--- src/rtl/flagpred_pkg.sv ---
package flagpred_pkg;

  // Stored status flags, packed so that n is the most significant bit.
  typedef struct packed {
    logic n;
    logic z;
    logic c;
    logic v;
  } nzcv_t;

  // Condition codes; odd codes are the negation of the even code below them.
  typedef enum logic [3:0] {
    CND_EQ = 4'h0, CND_NE = 4'h1, CND_CS = 4'h2, CND_CC = 4'h3,
    CND_MI = 4'h4, CND_PL = 4'h5, CND_VS = 4'h6, CND_VC = 4'h7,
    CND_HI = 4'h8, CND_LS = 4'h9, CND_GE = 4'hA, CND_LT = 4'hB,
    CND_GT = 4'hC, CND_LE = 4'hD, CND_AL = 4'hE, CND_NV = 4'hF
  } cond_e;

endpackage

--- src/rtl/flagpred_cond_eval.sv ---
module flagpred_cond_eval
  import flagpred_pkg::*;
#(
  parameter int CW = 4
) (
  input  nzcv_t          flags,
  input  logic [CW-1:0]  code,
  output logic           pass
);
  localparam int PAIR_W = CW - 1;

  logic [PAIR_W-1:0] pair_sel;
  logic              base;
  logic              signed_ok;

  assign pair_sel  = code[CW-1:1];
  assign signed_ok = (flags.n == flags.v);

  // Each code pair shares one base test; the low bit inverts it.
  always_comb begin
    unique case (pair_sel)
      3'd0:    base = flags.z;
      3'd1:    base = flags.c;
      3'd2:    base = flags.n;
      3'd3:    base = flags.v;
      3'd4:    base = flags.c & ~flags.z;
      3'd5:    base = signed_ok;
      3'd6:    base = ~flags.z & signed_ok;
      default: base = 1'b1;
    endcase
  end

  assign pass = base ^ code[0];

endmodule

--- src/rtl/flagpred_commit_gate.sv ---
module flagpred_commit_gate (
  input  logic pass,
  input  logic set_flags,
  input  logic cmp_only,
  output logic commit_en,
  output logic reg_we,
  output logic flag_upd
);
  // A failed condition kills both the register write and the flag load.
  assign commit_en = pass;
  assign reg_we    = pass & ~cmp_only;
  assign flag_upd  = pass & (set_flags | cmp_only);
endmodule

--- src/rtl/flagpred_flag_store.sv ---
module flagpred_flag_store
  import flagpred_pkg::*;
#(
  parameter int DW = 32
) (
  input  logic          clk,
  input  logic          rst,
  input  logic          upd,
  input  logic [DW-1:0] result,
  input  logic          carry,
  input  logic          ovf,
  output nzcv_t         flags_q
);
  localparam int MSB = DW - 1;

  nzcv_t flags_d;

  always_comb begin
    flags_d.n = result[MSB];
    flags_d.z = (result == '0);
    flags_d.c = carry;
    flags_d.v = ovf;
  end

  always_ff @(posedge clk) begin
    if (rst)      flags_q <= '0;
    else if (upd) flags_q <= flags_d;
  end

  // a granted update lands the ALU outputs one edge later
  a_r6_load: assert property (@(posedge clk) disable iff (rst)
    upd |=> (flags_q.n == $past(result[MSB])) && (flags_q.z == ($past(result) == '0))
            && (flags_q.c == $past(carry)) && (flags_q.v == $past(ovf)));

  // no update request means the flags hold
  a_r10_hold: assert property (@(posedge clk) disable iff (rst)
    !upd |=> $stable(flags_q));

endmodule

--- src/rtl/flagpred_top.sv ---
module flagpred_top
  import flagpred_pkg::*;
#(
  parameter int IW = 32,
  parameter int DW = 32,
  parameter int CW = 4
) (
  input  logic          clk,
  input  logic          rst,
  input  logic [IW-1:0] instr_word,
  input  logic [DW-1:0] alu_result,
  input  logic          alu_carry,
  input  logic          alu_ovf,
  input  logic          set_flags,
  input  logic          cmp_only,
  output logic [3:0]    flags_o,
  output logic          commit_en,
  output logic          reg_we
);
  localparam int COND_LSB = IW - CW;

  logic [CW-1:0] cond_code;
  nzcv_t         flags_q;
  logic          pass;
  logic          flag_upd;

  assign cond_code = instr_word[IW-1:COND_LSB];
  assign flags_o   = flags_q;

  flagpred_cond_eval #(.CW(CW)) u_eval (
    .flags (flags_q),
    .code  (cond_code),
    .pass  (pass)
  );

  flagpred_commit_gate u_gate (
    .pass      (pass),
    .set_flags (set_flags),
    .cmp_only  (cmp_only),
    .commit_en (commit_en),
    .reg_we    (reg_we),
    .flag_upd  (flag_upd)
  );

  flagpred_flag_store #(.DW(DW)) u_store (
    .clk     (clk),
    .rst     (rst),
    .upd     (flag_upd),
    .result  (alu_result),
    .carry   (alu_carry),
    .ovf     (alu_ovf),
    .flags_q (flags_q)
  );

  // reset clears the flags
  a_r1_reset_clear: assert property (@(posedge clk)
    rst |=> (flags_o == 4'b0000));

  // always and never codes
  a_r4_always_runs: assert property (@(posedge clk) disable iff (rst)
    (cond_code == CND_AL) |-> commit_en);
  a_r4_never_runs: assert property (@(posedge clk) disable iff (rst)
    (cond_code == CND_NV) |-> !commit_en);

  // signed greater-or-equal follows N==V on the output flags
  a_r5_ge: assert property (@(posedge clk) disable iff (rst)
    (cond_code == CND_GE) |-> (commit_en == (flags_o[3] == flags_o[0])));

  // compares never write a register
  a_r7_cmp_no_write: assert property (@(posedge clk) disable iff (rst)
    cmp_only |-> !reg_we);

  // a register write implies commit
  a_r8_we_needs_commit: assert property (@(posedge clk) disable iff (rst)
    reg_we |-> commit_en);

  // a squashed instruction leaves the flags untouched
  a_r9_squash_keeps_flags: assert property (@(posedge clk) disable iff (rst)
    !commit_en |=> $stable(flags_o));

endmodule

--- config.mk ---
export PLATFORM = sky130hd
export DESIGN_NAME = flagpred_top
export DESIGN_NICKNAME = d
export VERILOG_FILES = /design/src/rtl/flagpred_pkg.sv /design/src/rtl/flagpred_cond_eval.sv /design/src/rtl/flagpred_commit_gate.sv /design/src/rtl/flagpred_flag_store.sv /design/src/rtl/flagpred_top.sv
export SDC_FILE = /design/constraint.sdc
export NUM_CORES = 1
export LEC_CHECK = 0
export BUFFER_PORTS_ARGS = -buffer_cell sky130_fd_sc_hd__buf_2
export CORE_MARGIN = 8
export CORE_UTILIZATION = 23
export DETAILED_ROUTE_END_ITERATION = 10
export PLACE_DENSITY = 0.82
export SYNTH_ARGS = -nofsm -noshare
export SYNTH_HDL_FRONTEND = slang
export SYNTH_SLANG_ARGS = --single-unit
--- constraint.sdc ---
create_clock -name clk -period 2 [get_ports clk]
set_clock_uncertainty 0.05 [all_clocks]
set_input_delay 0.4 -clock clk [delete_from_list [all_inputs] [get_ports clk]]
set_output_delay 0.4 -clock clk [all_outputs]
set_load 0.01 [all_outputs]
After elaboration in Yosys (flattened, before gate mapping)
Index checks and enable logic that the tools add are counted.

word-level totals
  latch bits = 0
  bits in writable memories = 0
  memories kept = 0
  bits in read-only memories = 0
  register bits = 4
  output and inout bits = 6
  input port bits = 70

cells by class
  add/sub/neg operators = 0
  bitwise operators = 8
  shifts and indexed selects = 0
  multipliers = 0
  div/mod/pow operators = 0
  reductions and logical operators = 2
  magnitude comparators = 0
  muxes and demuxes = 1
  equality and inequality tests = 7

operators with widths
  cell                                                              number
  32-bit zero test                                                  1
  3-bit == test (second input constant)                             3
  1-bit case mux with 7 select lines                                1
  3-bit by 2-bit == test with 1-bit output (second input constant)  2
  1-bit AND                                                         4
  3-bit by 1-bit == test with 1-bit output (second input constant)  1
  3-bit zero test                                                   1
  1-bit NOT                                                         2
  1-bit == test                                                     1
  1-bit OR                                                          1
  1-bit bitwise XOR                                                 1

Depth between registers and ports, before layout
Gate-level depths: netlist of the first run.

  depth after elaboration = 5
  depth in mapped cells = 6
  depth with buffers taken out = 6

Hierarchy
A second synthesis of the first run with hierarchy kept.

unflattened totals
  cell total of the unflattened synthesis = 37
  area total of the unflattened synthesis = 327.8 sq um

modules (own cells, without submodules)
  module                seq. area each (sq um)  instances  area each (sq um)  cells each
  flagpred_flag_store   80.1                    1          217.7              24
  flagpred_cond_eval    0.0                     1          88.8               10
  flagpred_commit_gate  0.0                     1          21.3               3

Worst setup path before layout of the first run
No wires, ideal clock.

  kind = flip-flop to output port
  start = register u_store.flags_q[2] (netlist name)
  end = output reg_we
  required time = 1.550 ns
  setup slack = -0.024 ns
  data arrival time = 1.574 ns
  stages on the path, launching flop included = 7
  cell sequence = dfxtp_1 inv_1 or3_1 a21oi_1 a211oi_2 xnor2_1 nor2b_1

between the ends
  cells in the longest elaborated chain, start to end = 5

ends and longest elaborated chain
  what                                    line                                                source
  1-bit NOT                               flagpred_cond_eval.sv:26, flagpred_cond_eval.sv:28
  1-bit AND (on tied branches)            flagpred_cond_eval.sv:28, flagpred_cond_eval.sv:26
  1-bit case mux with 7 select lines (*)  flagpred_cond_eval.sv:21                            unique case (pair_sel)
  1-bit bitwise XOR (*)                   flagpred_cond_eval.sv:33                            assign pass = base ^ code[0];
  named net commit_en                     flagpred_top.sv:17                                  output logic commit_en,
  1-bit AND (*)                           flagpred_commit_gate.sv:11                          assign reg_we = pass & ~cmp_only;
  end, declared                           flagpred_top.sv:18                                  output logic reg_we

The timed path passes the listed nets; every way through them passes the cells marked *.

Final worst setup path of the first run
  start = input instr_word[31]
  end = output reg_we

between the ends
  cells in the longest elaborated chain, start to end = 4

ends and longest elaborated chain
  what                                         line                        source
  start, declared                              flagpred_top.sv:10          input logic [IW-1:0] instr_word,
  3-bit == test, or another cell as far along  flagpred_cond_eval.sv:21
  1-bit case mux with 7 select lines (*)       flagpred_cond_eval.sv:21
  1-bit bitwise XOR (*)                        flagpred_cond_eval.sv:33
  1-bit AND (*)                                flagpred_commit_gate.sv:11

Every way passes the cells marked *; elsewhere a longest branch is shown, timed or not.

==> impl_metrics.py, run 1 <==
metrics = {
    "final_layout": {
        "top_register": "u_store.flags_q",
        "drive_gt1_share_pct": 63.1,
        "antenna_cells": 0,
        "largest_reg_flops": 4,
        "top_regs": "u_store.flags_q (4)",
        "fin_area_um2": 721,
        "num-nets-final": 175,
        "area_growth_pct": 95.9,
        "fin_util_pct": 47.8,
        "stdcell_count": 119,
    },
    "clock_network": {
        "ctsHtreeMaxLevel": 1,
        "worstSkewPairLatency_ns": 0.23,
        "cts_hold_buf": 0,
        "cts.clk_slew.worst_paths_ns": 0.03,
        "clock-sinks": 4,
        "cts_tree": "done",
        "cts_buffers": 3,
        "cts-root-buf": "clkbuf_4",
        "clk_path_buf_depth": 2,
    },
    "grt": {
        "grt_overflow_total": 0,
        "grt_max_degree": 9,
        "grt_pass1_vias": 702,
        "antenna_found_initial": 0,
        "use_met3_pct": 8.22,
        "busiest_layer": "met2",
        "met2_usage_pct": 16.2,
        "grt_pass1_wl_um": 2680,
        "grt.total_usage_pct": 10.1,
        "met1_usage_pct": 9.34,
    },
    "pwr": {
        "total_power_uw": 332,
        "powerDensity_nw_per_um2": 461,
        "vdd_drop_max_v": 0.000232,
        "p_leak_nw": 0.350,
    },
    "timing": {
        "rsz0062_at_grt": "yes",
        "fin_crit_sh_pct": 103,
        "worst_hold_slack_ns": 0.392,
        "setup_slack_ns": -0.0532,
        "fin_crit_ns": 2.05,
        "tightestPinTransition_ns": 0.314,
        "slew_viol_final": 0,
        "slew_headroom_pct": 79.0,
        "timing.fmax_mhz": 487,
        "hold_viol_final": 0,
        "setup_violations": 2,
    },
    "floorplanning": {
        "die_h_um": 56.0,
        "io_pins": 76,
        "start_util_pct": 24.4,
        "core-area_um2": 1510,
        "die_area_um2": 3130,
        "die_width_um": 56.0,
        "num_rows": 14,
    },
    "synthesis": {
        "netlist_area_um2": 368,
        "yosys.area.top_type_share_pct": 21.8,
        "syn_nets": 117,
        "synth_seq_area_share_pct": 21.8,
        "netlist_instances": 47,
        "syn_avg_cell_area_um2": 7.83,
        "synth_top_cell_by_area": "dfxtp_1",
        "yosysWarnings": 0,
        "synth_area_leaders": "dfxtp_1, nor4_1, mux2i_1, nand2b_1, a21oi_1",
        "ys_ff_latch": 4,
        "ys_types": 19,
    },
    "placed_design": {
        "place_area_um2": 661,
        "gp_congestion": 0.783,
        "dp.cells": 114,
        "port_buffers": 47,
        "hpwlAfterDp_um": 1480,
    },
    "outcome": {
        "failed_checks": "negative setup slack",
        "status": "complete, but fails checks",
    },
    "setup_path": {
        "cp.buffers_inverters": 2,
        "cpLargestDelayFamily": "compound AO/OA/AOI/OAI gates",
        "cp.arrival_ns": 1.60,
        "path_cells": "buf_2, nor3b_1, o21ai_1, a21oi_2, a211oi_2, xnor2_2, nor2b_1, buf_2",
        "crit_slowest_cell": "a211oi_2",
        "start_kind": "input port",
        "cp_max_fo": 4,
        "cp-end-kind": "output pin",
        "critPathKind": "in2out",
        "cpPeakStageDelay_ns": 0.30,
        "cp.required_ns": 1.55,
        "cp_common_cell": "buf_2",
    },
    "route": {
        "viasPerCell": 4.97,
        "wl_per_cell_um": 13.7,
        "drt_iter0_drc": 4,
        "ant_nets": 0,
        "drt-total-wl_um": 1630,
        "drc": 0,
        "num_vias": 591,
        "drt_first_pass_iters": 3,
    },
    "job": {
        "cap_violations": 0,
    },
    "hold_path": {
        "hp-class": "in2reg",
    },
}
[worst register-to-register path, cell delays in order (launching register included)]
cell      delay, ns
dfxtp_2        0.34
nor3b_1        0.05
o21ai_1        0.15
a21oi_2        0.08
a211oi_2       0.30
buf_4          0.17
buf_4          0.10
mux2i_2        0.18
buf_4          0.17
mux2i_2        0.21
[through the flow]
stage / setup slack [ns] / setup TNS (ns)
final: -0.0532 / -0.0573
after floorplan: 0.0548 / 0
after CTS: -0.0942 / -0.136
after detailed placement: -0.0690 / -0.154
after global routing: -0.139 / -0.214
after global placement: -0.0250 / -0.0250
[cells by family (layout without fill, tap and decap cells)]
logic type | after synthesis | count (layout) | share of synthesized area [%]
AO/OA/AOI/OAI | 10 | 10 | 18.4
XOR/XNOR | 1 | 1 | 2.38
buffers and inverters | 2 | 58 | 2.04
flip-flops | 4 | 4 | 21.8
multiplexers | 5 | 5 | 14.6
AND/OR/NAND/NOR | 25 | 25 | 40.8
[worst paths after layout]
path                                        start                         endpoint  slack, ns  depth (start not counted)
setup / recovery                   instr_word[31]                           reg_we      -0.05                          8
hold / removal                     alu_result[16]  u_store.flags_q[2]$_SDFFE_PP0P_       0.39                          4
setup reg to reg  u_store.flags_q[2]$_SDFFE_PP0P_  u_store.flags_q[1]$_SDFFE_PP0P_       0.12                          9
hold reg to reg   u_store.flags_q[3]$_SDFFE_PP0P_  u_store.flags_q[3]$_SDFFE_PP0P_       0.47                          2
[placed cells by master, fill, tap and decap left out, types with 2 or more instances in the layout]
master / n
buf_2: 45
nor4_1: 8
buf_4: 7
nand2b_1: 6
nand2_1: 4
mux2i_1: 3
clkbuf_4: 3
a21oi_1: 2
a21oi_2: 2
o32ai_1: 2
nor2b_1: 2
mux2i_2: 2
dfxtp_1: 2
dfxtp_2: 2
[report_power, final]
group / total (mW) / switching, mW / internal (mW) / leakage [nW]
clock network: 0.0968 / 0.0299 / 0.0669 / 0.0138
registers: 0.0936 / 0.00725 / 0.0863 / 0.0336
logic: 0.142 / 0.0551 / 0.0865 / 0.302
[what timing repair did]
action	4_1_cts	5_1_grt
pin swaps	4	4
gates resized for setup	4	5
buffers inserted	2	0
setup endpoints to repair	2	3
[area by class of cell]
cell class                 count  area (um2)
multi-input combinational     41         299
clock buffer                   3        22.5
tap                           16        20.0
fill                         154         786
sequential                     4        82.6
timing repair buffer          53         289
inverter                       2        7.51
[Yosys cell counts, drive strengths merged]
master  number
inv          2
o21bai       1
or4          1
nor4         8
nand2b       6
o32ai        2
nand2        4
a211oi       1
xnor2        1
a21oi        4
or3          1
nor3b        1
mux2i        5
dfxtp        4
nor2b        2
o21ai        2
or2b         1
nand4        1
[metal layers]
layer | vias up | share of wire, %
met2 | 44 | 43
met1 | 250 | 41
met5 | - | 0
li1 | 297 | -
met3 | 0 | 15
met4 | 0 | 0
No activity file was read; power rests on OpenSTA's default activity.
==> inputs of run 2 (changes only) <==
--- a/config.mk
+++ b/config.mk
@@ -7,9 +7,9 @@
 export LEC_CHECK = 0
 export BUFFER_PORTS_ARGS = -buffer_cell sky130_fd_sc_hd__buf_2
 export CORE_MARGIN = 8
-export CORE_UTILIZATION = 23
+export CORE_UTILIZATION = 25
 export DETAILED_ROUTE_END_ITERATION = 10
-export PLACE_DENSITY = 0.82
+export PLACE_DENSITY = 0.86
 export SYNTH_ARGS = -nofsm -noshare
 export SYNTH_HDL_FRONTEND = slang
 export SYNTH_SLANG_ARGS = --single-unit
==> constraint.sdc (replaced) <==
create_clock -name clk -period 2.4 [get_ports clk]
set_clock_uncertainty 0.05 [all_clocks]
set_input_delay 0.48 -clock clk [delete_from_list [all_inputs] [get_ports clk]]
set_output_delay 0.48 -clock clk [all_outputs]
set_load 0.01 [all_outputs]
==> impl_metrics.py, run 2 (same netlist as run 1, synthesis figures left out) <==
metrics = {
    "final_layout": {
        "antenna_cells": 0,
        "layout_commonest_cell": "buf_2",
        "fillers": 147,
        "drive_gt1_share_pct": 53.6,
        "stdcell_count": 113,
        "area_growth_pct": 75.5,
        "num-nets-final": 169,
        "fin_area_um2": 646,
        "largest_reg_flops": 4,
        "fin_util_pct": 44.9,
        "layout_common_cells": "buf_2, nor4_1, nand2b_1",
        "top_register": "u_store.flags_q",
        "top_regs": "u_store.flags_q (4)",
    },
    "setup_path": {
        "cp.required_ns": 1.87,
        "cpLargestDelayFamily": "simple AND/OR/NAND/NOR gates",
        "cpPeakStageDelay_ns": 0.37,
        "cp_max_fo": 4,
        "critPathKind": "reg2out",
        "r2r_slack_ns": 0.57,
        "timing.rr.end": "u_store.flags_q[2]$_SDFFE_PP0P_",
        "start_kind": "flip-flop",
        "cp-end-kind": "output pin",
        "r2r-start": "u_store.flags_q[2]$_SDFFE_PP0P_",
        "path_cells": "inv_1, or3_1, a21oi_1, a211oi_2, xnor2_1, nor2b_1, buf_2",
        "cp.arrival_ns": 1.74,
        "cp.buffers_inverters": 2,
        "r2r_cells": 6,
        "crit_slowest_cell": "dfxtp_1",
    },
    "route": {
        "wl_per_cell_um": 13.6,
        "ant_nets": 0,
        "drt_first_pass_iters": 3,
        "drc": 0,
        "viasPerCell": 5.12,
        "num_vias": 578,
        "drt-total-wl_um": 1540,
        "drt_iter0_drc": 4,
    },
    "clock_network": {
        "cts_buffers": 3,
        "ctsHtreeMaxLevel": 1,
        "cts_tree": "done",
        "cts.clk_slew.worst_paths_ns": 0.04,
        "ctsResizeCount": 0,
        "cts_setup_buffers": 0,
        "clock-sinks": 4,
        "clk_path_buf_depth": 2,
        "cts_hold_buf": 0,
        "worstSkewPairLatency_ns": 0.23,
        "cts-root-buf": "clkbuf_4",
    },
    "floorplanning": {
        "start_util_pct": 25.6,
        "io_pins": 76,
        "die_area_um2": 2960,
        "core-area_um2": 1440,
        "die_width_um": 54.4,
        "die_h_um": 54.4,
        "num_rows": 14,
    },
    "pwr": {
        "p_leak_nw": 0.310,
        "total_power_uw": 251,
        "powerDensity_nw_per_um2": 389,
        "vdd_drop_max_v": 0.000239,
    },
    "job": {
        "cap_violations": 0,
    },
    "timing": {
        "fin_crit_sh_pct": 94.7,
        "setup_slack_ns": 0.128,
        "slew_headroom_pct": 74.6,
        "fin_crit_ns": 2.27,
        "timing.fmax_mhz": 440,
        "worst_hold_slack_ns": 0.447,
        "setup_tns_ns": 0,
        "tightestPinTransition_ns": 0.373,
        "rsz0062_at_grt": "no",
        "slew_viol_final": 0,
        "setup_violations": 0,
        "hold_viol_final": 0,
    },
    "hold_path": {
        "hp-start": "u_store.flags_q[1]$_SDFFE_PP0P_",
        "hp-class": "reg2reg",
        "hold_path_depth": 2,
        "hold_path_end": "u_store.flags_q[1]$_SDFFE_PP0P_",
    },
    "grt": {
        "grt_overflow_total": 0,
        "grt_pass1_vias": 666,
        "grt_pass1_wl_um": 2420,
        "grt_max_degree": 9,
        "antenna_found_initial": 0,
        "grt.total_usage_pct": 10.5,
    },
    "placed_design": {
        "place_area_um2": 623,
        "gp_congestion": 0.804,
        "dp_slack_ns": 0.164,
        "hpwlAfterDp_um": 1420,
        "port_buffers": 47,
        "dp.cells": 110,
    },
    "outcome": {
        "status": "complete, no violations",
    },
}
## run 2: changes by cell type in the layout (fill, tap and decap cells not counted), sizes merged
| cell | change |
|---|---|
| buf | -6 |
## run 2: worst max-delay path by stage
stage                                          from  endpoint  slack (ns)  cells after the start
finish              u_store.flags_q[2]$_SDFFE_PP0P_    reg_we        0.13                      7
global route        u_store.flags_q[2]$_SDFFE_PP0P_    reg_we        0.04                      7
CTS                 u_store.flags_q[2]$_SDFFE_PP0P_    reg_we        0.11                      7
detailed placement                   instr_word[29]    reg_we        0.16                      8
global placement                     instr_word[29]    reg_we        0.20                      8
floorplan           u_store.flags_q[2]$_SDFFE_PP0P_    reg_we        0.30                      6
## run 2: power breakdown
| part | switching [mW] | internal [mW] |
|---|---|---|
| logic | 0.0390 | 0.0517 |
| clock network | 0.0271 | 0.0559 |
| registers | 0.00568 | 0.0715 |
| total | 0.0718 | 0.179 |
## run 2: cell type report
| type | count | area [um2] | share of cell area, % |
|---|---|---|---|
| Clock buffer | 3 | 22.5 | 3.49 |
| Inverter | 2 | 7.51 | 1.16 |
| Multi-Input combinational cell | 41 | 280 | 43.4 |
| Sequential cell | 4 | 80.1 | 12.4 |
| Tap cell | 16 | 20.0 | 3.10 |
| Timing Repair Buffer | 47 | 235 | 36.4 |
## run 2: per-layer routing
layer	wire (um)	GRT usage [%]	vias up
met3	254	7.34	0
met4	0	3.69	0
met1	581	9.68	252
met5	0	0	-
li1	-	-	284
met2	700	17.9	42
## run 2: worst register-to-register path, stage by stage (launching register included)
cell and delay, ns:
dfxtp_1 0.37, inv_1 0.09, a21oi_1 0.13, o32ai_1 0.10
a211oi_2 0.34, mux2i_2 0.43, mux2i_1 0.24
